[src/rtl/i2c_stat_pkg.sv]
package i2c_stat_pkg;
  localparam int BYTE_BITS = 8;
  localparam int ACK_SLOT  = BYTE_BITS + 1;
  localparam int CNT_W     = $clog2(ACK_SLOT + 1);

  localparam int B_DONE = 7;
  localparam int B_AAS  = 6;
  localparam int B_BUSY = 5;
  localparam int B_ARB  = 4;
  localparam int B_RSV  = 3;
  localparam int B_DIR  = 2;
  localparam int B_PEND = 1;
  localparam int B_ACK  = 0;

  typedef logic [CNT_W-1:0] bitcnt_t;
endpackage

[src/rtl/i2c_line_sync.sv]
module i2c_line_sync #(
  parameter int STAGES = 2
) (
  input  logic clk,
  input  logic rst_n,
  input  logic din,
  output logic dout
);
  logic [STAGES-1:0] chain_q;
  logic [STAGES-1:0] chain_d;

  generate
    if (STAGES == 1) begin : g_one
      assign chain_d = din;
    end else begin : g_many
      assign chain_d = {chain_q[STAGES-2:0], din};
    end
  endgenerate

  // idle bus level is high
  always_ff @(posedge clk or negedge rst_n) begin
    if (!rst_n) chain_q <= '1;
    else        chain_q <= chain_d;
  end

  assign dout = chain_q[STAGES-1];
endmodule

[src/rtl/i2c_bus_events.sv]
module i2c_bus_events
  import i2c_stat_pkg::*;
(
  input  logic          clk,
  input  logic          rst_n,
  input  logic          scl_s,
  input  logic          sda_s,
  output logic          start_ev,
  output logic          stop_ev,
  output logic          scl_rise,
  output logic          ninth_fall,
  output logic          first_fall,
  output bitcnt_t       cnt_nx,
  output logic          first_byte,
  output logic [BYTE_BITS-1:0] shift_q
);
  logic    scl_p, sda_p;
  logic    scl_fall;
  bitcnt_t cnt_q, cnt_d;
  logic    first_d;
  logic [BYTE_BITS-1:0] shift_d;

  assign scl_rise = scl_s & ~scl_p;
  assign scl_fall = ~scl_s & scl_p;
  assign start_ev = scl_s & scl_p & sda_p & ~sda_s;
  assign stop_ev  = scl_s & scl_p & ~sda_p & sda_s;

  assign ninth_fall = scl_fall && (cnt_q == bitcnt_t'(ACK_SLOT));
  assign first_fall = scl_fall && (cnt_q == bitcnt_t'(1));

  always_comb begin
    cnt_d   = cnt_q;
    first_d = first_byte;
    shift_d = shift_q;
    cnt_nx  = (cnt_q == bitcnt_t'(ACK_SLOT)) ? bitcnt_t'(1) : cnt_q + bitcnt_t'(1);
    if (start_ev) begin
      cnt_d   = '0;
      first_d = 1'b1;
    end else begin
      if (scl_rise) begin
        cnt_d = cnt_nx;
        if (cnt_nx <= bitcnt_t'(BYTE_BITS)) shift_d = {shift_q[BYTE_BITS-2:0], sda_s};
      end
      if (ninth_fall) first_d = 1'b0;
    end
  end

  always_ff @(posedge clk or negedge rst_n) begin
    if (!rst_n) begin
      scl_p      <= 1'b1;
      sda_p      <= 1'b1;
      cnt_q      <= '0;
      first_byte <= 1'b0;
      shift_q    <= '0;
    end else begin
      scl_p      <= scl_s;
      sda_p      <= sda_s;
      cnt_q      <= cnt_d;
      first_byte <= first_d;
      shift_q    <= shift_d;
    end
  end
endmodule

[src/rtl/i2c_arb_mon.sv]
module i2c_arb_mon
  import i2c_stat_pkg::*;
(
  input  logic    sda_s,
  input  logic    scl_rise,
  input  logic    stop_ev,
  input  bitcnt_t cnt_nx,
  input  logic    ctl_master,
  input  logic    ctl_tx,
  input  logic    sda_drive_hi,
  input  logic    start_req,
  input  logic    rstart_req,
  input  logic    stop_req,
  input  logic    busy,
  output logic    arb_set
);
  logic data_slot, ack_slot, mismatch;

  always_comb begin
    data_slot = (cnt_nx >= bitcnt_t'(1)) && (cnt_nx <= bitcnt_t'(BYTE_BITS));
    ack_slot  = (cnt_nx == bitcnt_t'(ACK_SLOT));
    mismatch  = ctl_master && scl_rise && sda_drive_hi && !sda_s &&
                ((ctl_tx && data_slot) || (!ctl_tx && ack_slot));
    arb_set   = mismatch
              || (start_req && busy)
              || (rstart_req && !ctl_master)
              || (stop_ev && ctl_master && !stop_req);
  end
endmodule

[src/rtl/i2c_stat_ctl.sv]
module i2c_stat_ctl
  import i2c_stat_pkg::*;
#(
  parameter int ADDR_W      = 7,
  parameter int SYNC_STAGES = 2
) (
  input  logic              clk,
  input  logic              rst_n,
  input  logic              scl_in,
  input  logic              sda_in,
  input  logic              ctl_master,
  input  logic              ctl_tx,
  input  logic              sda_drive_hi,
  input  logic              start_req,
  input  logic              rstart_req,
  input  logic              stop_req,
  input  logic [ADDR_W-1:0] own_addr,
  input  logic              irq_en,
  input  logic              ctl_wr,
  input  logic              stat_wr,
  input  logic [7:0]        stat_wdata,
  output logic [7:0]        stat_rdata,
  output logic              irq
);
  logic rst_meta, rst_sync_n;
  logic scl_s, sda_s;
  logic start_ev, stop_ev, scl_rise, ninth_fall, first_fall, first_byte;
  bitcnt_t cnt_nx;
  logic [BYTE_BITS-1:0] shift_q;
  logic arb_set, addr_hit;

  logic done_q, aas_q, busy_q, arb_q, dir_q, pend_q, ack_q;
  logic done_d, aas_d, busy_d, arb_d, dir_d, pend_d, ack_d;

  // reset asserts at once, releases on a clock edge
  always_ff @(posedge clk or negedge rst_n) begin
    if (!rst_n) begin
      rst_meta   <= 1'b0;
      rst_sync_n <= 1'b0;
    end else begin
      rst_meta   <= 1'b1;
      rst_sync_n <= rst_meta;
    end
  end

  i2c_line_sync #(.STAGES(SYNC_STAGES)) u_scl_sync (
    .clk(clk), .rst_n(rst_sync_n), .din(scl_in), .dout(scl_s));
  i2c_line_sync #(.STAGES(SYNC_STAGES)) u_sda_sync (
    .clk(clk), .rst_n(rst_sync_n), .din(sda_in), .dout(sda_s));

  i2c_bus_events u_events (
    .clk(clk), .rst_n(rst_sync_n), .scl_s(scl_s), .sda_s(sda_s),
    .start_ev(start_ev), .stop_ev(stop_ev), .scl_rise(scl_rise),
    .ninth_fall(ninth_fall), .first_fall(first_fall), .cnt_nx(cnt_nx),
    .first_byte(first_byte), .shift_q(shift_q));

  i2c_arb_mon u_arb (
    .sda_s(sda_s), .scl_rise(scl_rise), .stop_ev(stop_ev), .cnt_nx(cnt_nx),
    .ctl_master(ctl_master), .ctl_tx(ctl_tx), .sda_drive_hi(sda_drive_hi),
    .start_req(start_req), .rstart_req(rstart_req), .stop_req(stop_req),
    .busy(busy_q), .arb_set(arb_set));

  assign addr_hit = ninth_fall && first_byte && !ctl_master &&
                    (shift_q[BYTE_BITS-1:1] == own_addr);

  always_comb begin
    done_d = done_q;
    if (ninth_fall)      done_d = 1'b1;
    else if (first_fall) done_d = 1'b0;

    busy_d = busy_q;
    if (start_ev)        busy_d = 1'b1;
    else if (stop_ev)    busy_d = 1'b0;

    aas_d = aas_q;
    if (addr_hit)        aas_d = 1'b1;
    else if (ctl_wr)     aas_d = 1'b0;

    dir_d = addr_hit ? shift_q[0] : dir_q;

    ack_d = (scl_rise && cnt_nx == bitcnt_t'(ACK_SLOT)) ? sda_s : ack_q;

    arb_d = arb_q;
    if (arb_set)                          arb_d = 1'b1;
    else if (stat_wr && !stat_wdata[B_ARB]) arb_d = 1'b0;

    pend_d = pend_q;
    if (ninth_fall || addr_hit || arb_set)   pend_d = 1'b1;
    else if (stat_wr && !stat_wdata[B_PEND]) pend_d = 1'b0;
  end

  always_ff @(posedge clk or negedge rst_sync_n) begin
    if (!rst_sync_n) begin
      done_q <= 1'b1;
      aas_q  <= 1'b0;
      busy_q <= 1'b0;
      arb_q  <= 1'b0;
      dir_q  <= 1'b0;
      pend_q <= 1'b0;
      ack_q  <= 1'b0;
    end else begin
      done_q <= done_d;
      aas_q  <= aas_d;
      busy_q <= busy_d;
      arb_q  <= arb_d;
      dir_q  <= dir_d;
      pend_q <= pend_d;
      ack_q  <= ack_d;
    end
  end

  always_comb begin
    stat_rdata         = '0;
    stat_rdata[B_DONE] = done_q;
    stat_rdata[B_AAS]  = aas_q;
    stat_rdata[B_BUSY] = busy_q;
    stat_rdata[B_ARB]  = arb_q;
    stat_rdata[B_DIR]  = dir_q;
    stat_rdata[B_PEND] = pend_q;
    stat_rdata[B_ACK]  = ack_q;
  end

  assign irq = pend_q & irq_en;
endmodule

[config.mk]
export PLATFORM = sky130hd
export DESIGN_NAME = i2c_stat_ctl
export DESIGN_NICKNAME = d
export VERILOG_FILES = /design/src/rtl/i2c_stat_pkg.sv /design/src/rtl/i2c_line_sync.sv /design/src/rtl/i2c_bus_events.sv /design/src/rtl/i2c_arb_mon.sv /design/src/rtl/i2c_stat_ctl.sv
export SDC_FILE = /design/constraint.sdc
export NUM_CORES = 1
export LEC_CHECK = 0
export ABC_AREA = 0
export BUFFER_PORTS_ARGS = -buffer_cell sky130_fd_sc_hd__buf_4
export CAP_MARGIN = 10
export CORE_MARGIN = 5
export CORE_UTILIZATION = 50
export DETAILED_ROUTE_END_ITERATION = 10
export PLACE_DENSITY_LB_ADDON = 0.1
export SYNTH_ARGS = -nofsm -noshare
export SYNTH_HDL_FRONTEND = slang
export SYNTH_SLANG_ARGS = --single-unit
[constraint.sdc]
create_clock -name clk -period 1.5 [get_ports clk]
set_input_delay 0.075 -clock clk [delete_from_list [all_inputs] [get_ports clk]]
set_output_delay 0.075 -clock clk [all_outputs]
set_load 0.05 [all_outputs]
# Word-level counts from Yosys, hierarchy flattened
# Index checks and enable logic that the tools add are counted.
# W data, S select, Z words.
[totals]
word_cells = 90
inputBits = 28
regBits = 28
[op_classes]
bitwise = 13
add_sub_neg = 1
n_reduce_logical = 39
eq_ne = 4
n_mux = 15
order_cmp = 2
[ops]
columns = ["cell", "count"]
rows = [
  ["$logic_and A1 B1 Y1", 19],
  ["$reduce_bool A2 Y1", 7],
  ["$mux W1", 12],
  ["$mux W4", 3],
  ["$and A1 B1 Y1", 8],
  ["$eq A4 B4 Y1 const B", 2],
  ["$eq A7 B7 Y1", 1],
  ["$logic_not A1 Y1", 6],
  ["$logic_or A1 B1 Y1", 6],
  ["$not A1 Y1", 5],
  ["$add A4 B1 Y4 const B", 1],
  ["$eq A4 B1 Y1 const B", 1],
  ["$ge A4 B1 Y1 const B", 1],
  ["$le A4 B4 Y1 const B", 1],
  ["$reduce_and A3 Y1", 1],
]

# Logic depth before layout (Yosys ltp)
[logic_depth]
depth_word = 12
ltp_mapped = 5
ltp_nobuf = 4

# Cells and area by module
# A second synthesis with hierarchy kept.
[unflattened]
cells_unflattened = 173
hier_area_um2 = 1737.9
[by_module_without_submodules]
columns = ["mod", "cells_per_inst", "area_per_inst_um2", "instances"]
rows = [
  ["i2c_bus_events", 114, 1083.5, 1],
  ["i2c_stat_ctl", 45, 478.0, 1],
  ["i2c_line_sync", 2, 52.6, 2],
  ["i2c_arb_mon", 10, 71.3, 1],
]

# Least setup slack after synthesis
# OpenSTA, ideal clock, no wires.
[synth_path]
path_type = "register to register"
start = "register u_events.scl_p"
end = "register dir_q"
path_stages_with_launch = 5
slack_ps = -80
path_buffers = 0
required_time_ps = 1372
t_arrival_ps = 1452
path_cell_list = "dfstp_2 > nand4bb_4 > nand2b_4 > nor4_4 > mux2_1"
[synth_between]
elab_chain_cells = 5
[synth_rtl]
columns = ["item", "line", "source"]
rows = [
  ["start: declaration", "i2c_bus_events.sv:17", "logic scl_p, sda_p;"],
  ["start signal: assignment", "i2c_bus_events.sv:56", "scl_p <= scl_s;"],
  ["$and A1 B1 Y1", "i2c_bus_events.sv:24", "assign scl_fall = ~scl_s & scl_p;"],
  ["$logic_and A1 B1 Y1", "i2c_bus_events.sv:28", "assign ninth_fall = scl_fall && (cnt_q == bitcnt_t'(ACK_SLOT));"],
  ["$logic_and A1 B1 Y1 (3 in series)", "i2c_stat_ctl.sv:63", "assign addr_hit = ninth_fall && first_byte && !ctl_master &&"],
  ["end signal: assignment", "i2c_stat_ctl.sv:106", "dir_q <= dir_d;"],
  ["end: declaration", "i2c_stat_ctl.sv:32", "logic done_q, aas_q, busy_q, arb_q, dir_q, pend_q, ack_q;"],
]
# Every way passes these cells.
# A chain may end at the register's enable or synchronous reset.

# Final worst setup path
[layout_path]
start = "register u_events.shift_q[3]"
end = "register dir_q"
[layout_between]
elab_chain_cells = 2
[layout_rtl]
columns = ["item", "line", "source"]
rows = [
  ["start: declaration", "i2c_bus_events.sv:15", "output logic [BYTE_BITS-1:0] shift_q"],
  ["start signal: assignment", "i2c_bus_events.sv:60", "shift_q <= shift_d;"],
  ["$eq A7 B7 Y1", "i2c_stat_ctl.sv:64", "(shift_q[BYTE_BITS-1:1] == own_addr);"],
  ["$logic_and A1 B1 Y1", "i2c_stat_ctl.sv:63", ""],
]
# Every way passes these cells.

==> results.sh <==
export IMPL_outcome="finished, violations left"
export IMPL_violations="setup timing"
export IMPL_diodes=0
export IMPL_cts_buffer_depth=2
export IMPL_powerDensity_mw_per_mm2=1450
export IMPL_synth_cells=114
export IMPL_ys_warn_count=0
export IMPL_port_buffers=29
export IMPL_report_final_slew_viol_count=0
export IMPL_dp_cells=175
export IMPL_yosys_top_cells_count="dfrtp_1, mux2_2, nand2_1"
export IMPL_grt_max_degree=18
export IMPL_drc=0
export IMPL_synth_edff_count=0
export IMPL_finalWirelength_um=2680
export IMPL_dieWidth_um=61.6
export IMPL_initial_core_util=0.528
export IMPL_arrival_ns=1.79
export IMPL_rows=18
export IMPL_dr_total_vias=953
export IMPL_fp_dieH_um=61.6
export IMPL_pin_count=37
export IMPL_timing_final_crit_share=1.05
export IMPL_drive_gt1_frac=0.444
export IMPL_grt_antenna_before_repair=0
export IMPL_area_growth_pct=27.6
export IMPL_ys_types=35
export IMPL_grt_ovfl_total=0
export IMPL_vias_per_cell=5.21
export IMPL_switching_share=0.324
export IMPL_synthArstFlopShare=1.00
export IMPL_syn_nets=142
export IMPL_cts_sinks=28
export IMPL_dp_final_hpwl_um=2070
export IMPL_max_freq_ghz=0.636
export IMPL_p_seq_frac=0.459
export IMPL_p_comb_frac=0.343
export IMPL_yosysSeqAreaShare=0.533
export IMPL_slowest_delay_ns=0.43
export IMPL_fin_skew_ns=0.00652
export IMPL_yosys_area_top_type="dfrtp_1"
export IMPL_dieArea_mm2=0.00379
export IMPL_synth_most_common_cell="dfrtp_1"
export IMPL_postSynthAreaPerCell_um2=11.7
export IMPL_grt_setup_unrepaired="true"
export IMPL_layout_min_cycle_time_ns=1.57
export IMPL_clock_root_buffer="clkbuf_4"
export IMPL_clock_latency_ns=0.32
export IMPL_cts_buffers_inserted=3
export IMPL_finalHoldViolations=0
export IMPL_ant_nets=0
export IMPL_synth_area_mm2=0.00133
export IMPL_final_util=0.674
export IMPL_setup_tns_ns=-0.0717
export IMPL_drt_first_pass_iters=4
export IMPL_start_kind="flip-flop"
export IMPL_worst_path_buf_inv=0
export IMPL_core_area_mm2=0.00252
export IMPL_nets=182
export IMPL_cp_cell_sequence="xnor2_1 -> nand4_1 -> nor4_4 -> mux2_1"
export IMPL_crit_fanout=2
export IMPL_power_leakage_nw=0.809
export IMPL_hp_class="in -> reg"
export IMPL_tritoncts="built"
export IMPL_cts_max_level=1
export IMPL_synth_main_ff_cell="dfrtp_1"
export IMPL_cap_violations=0
export IMPL_synth_top_area_frac=0.395
export IMPL_place_ws_ns=-0.0142
export IMPL_initialDrtViolationCount=31
export IMPL_grt_pass1_vias=943
export IMPL_whs_ns=0.00951
export IMPL_wire_per_inst_um=14.6
export IMPL_grt_pass1_wl_um=4260
export IMPL_fin_cells=183
export IMPL_crit_family="simple AND/OR/NAND/NOR gates"
export IMPL_ys_seq_elements=28
export IMPL_setup_slack_ns=-0.0717
export IMPL_p_switching_w=0.000797
export IMPL_clkPwrFrac=0.198
export IMPL_crit_type="reg -> reg"
export IMPL_synth_area_leaders="dfrtp_1, dfstp_2, mux2_2"
export IMPL_slowest_stage="dfrtp_1"
export IMPL_setup_viol=1
export IMPL_path_clk_slew_ns=0.15
export IMPL_gp_congestion=0.780
export IMPL_crit_path_end_kind="flip-flop"
export IMPL_required_ns=1.72
export IMPL_p_int_w=0.00166
export IMPL_irDropWorstVdd_mv=0.875
export IMPL_grt_usage=0.158
-- worst paths after layout --
check	start	end	slack (ns)	cells after the start
max in group asynchronous	rst_sync_n$_DFF_PN0_	done_q$_DFFE_PN1P_	0.70	1
min in group asynchronous	rst_n	rst_sync_n$_DFF_PN0_	0.04	2
hold reg to reg	rst_sync_n$_DFF_PN0_	ack_q$_DFFE_PN0P_	0.17	0
setup reg to reg	u_events.shift_q[3]$_DFFE_PN0P_	dir_q$_DFFE_PN0P_	-0.07	4
setup / recovery	u_events.shift_q[3]$_DFFE_PN0P_	dir_q$_DFFE_PN0P_	-0.07	4
hold / removal	stat_wdata[1]	pend_q$_DFFE_PN0P_	0.01	3
-- stage by stage --
stage	power, W	instance area (µm²)
2_1_floorplan	0.00171	1330
3_3_place_gp	0.00189	1600
3_5_place_dp	0.00193	1600
4_1_cts	0.00246	1690
5_1_grt	0.00261	1700
6_report	0.00246	1700
-- power groups by stage --
stage,Clock (W),Sequential [W],Combinational (W)
6_report,0.000486,0.00113,0.000842
2_1_floorplan,0,0.00110,0.000608
4_1_cts,0.000510,0.00112,0.000826
3_3_place_gp,0,0.00112,0.000769
5_1_grt,0.000544,0.00115,0.000910
3_5_place_dp,0,0.00114,0.000792
-- cell families (layout without fill, tap and decap cells) --
| logic type | count (synthesis) | after routing | share of synthesized area |
|---|---|---|---|
| flip-flops | 28 | 28 | 0.533 |
| XOR/XNOR | 8 | 8 | 0.0526 |
| multiplexers | 11 | 11 | 0.0921 |
| AO/OA/AOI/OAI | 20 | 20 | 0.0902 |
| other | 2 | 2 | 0.00564 |
| AND/OR/NAND/NOR | 30 | 30 | 0.156 |
| buffers and inverters | 15 | 54 | 0.0705 |
-- repair_timing --
action                                  CTS  global route
gates resized for setup                   1             3
setup buffers                             1             0
pin swaps                                 1             0
hold buffers                              3             0
endpoints found under the setup margin    8             5
hold endpoints to repair                  4             0
-- per-layer routing --
metal | vias up | share of wire | GRT usage
met1 | 460 | 0.42 | 0.197
met5 | - | 0 | 0
met2 | 29 | 0.51 | 0.266
li1 | 462 | - | -
met4 | 0 | 0.0056 | 0.0455
met3 | 2 | 0.064 | 0.0440
-- layout make-up --
cell class                 count  area [µm²]
fill                         199         823
tap                           30        37.5
sequential                    28         711
clock buffer                   3        22.5
multi-input combinational     71         538
timing repair buffer          44         338
inverter                       6        22.5
clock inverter                 1        30.0
-- sequential cells by signal, indices dropped and copies added (netlist names) --
signal and count:
u_events.shift_q 8, pend_q 1, dir_q 1, busy_q 1, rst_meta 1, u_events.sda_p 1, u_events.first_byte 1, aas_q 1
rst_sync_n 1, done_q 1, u_events.scl_p 1, u_events.cnt_q 4, arb_q 1, u_scl_sync.chain_q 2, ack_q 1, u_sda_sync.chain_q 2
-- worst reg2reg max path, cell delays in order (launching register included) --
cell     delay [ns]
dfrtp_1        0.43
xnor2_1        0.17
nand4_1        0.21
nor4_4         0.32
mux2_1         0.34
-- placed cells by master, fill, tap and decap left out, types with 3 or more instances in the layout --
master,Yosys,layout
a21oi_1,4,4
buf_4,8,41
clkbuf_4,0,3
dfrtp_1,21,20
dfstp_2,7,7
dlygate4sd3_1,0,3
inv_1,6,6
mux2_2,9,9
nand2_1,9,9
nand3_1,3,3
o21ai_0,8,7
xnor2_1,7,6
(Power assumes the default switching activity.)
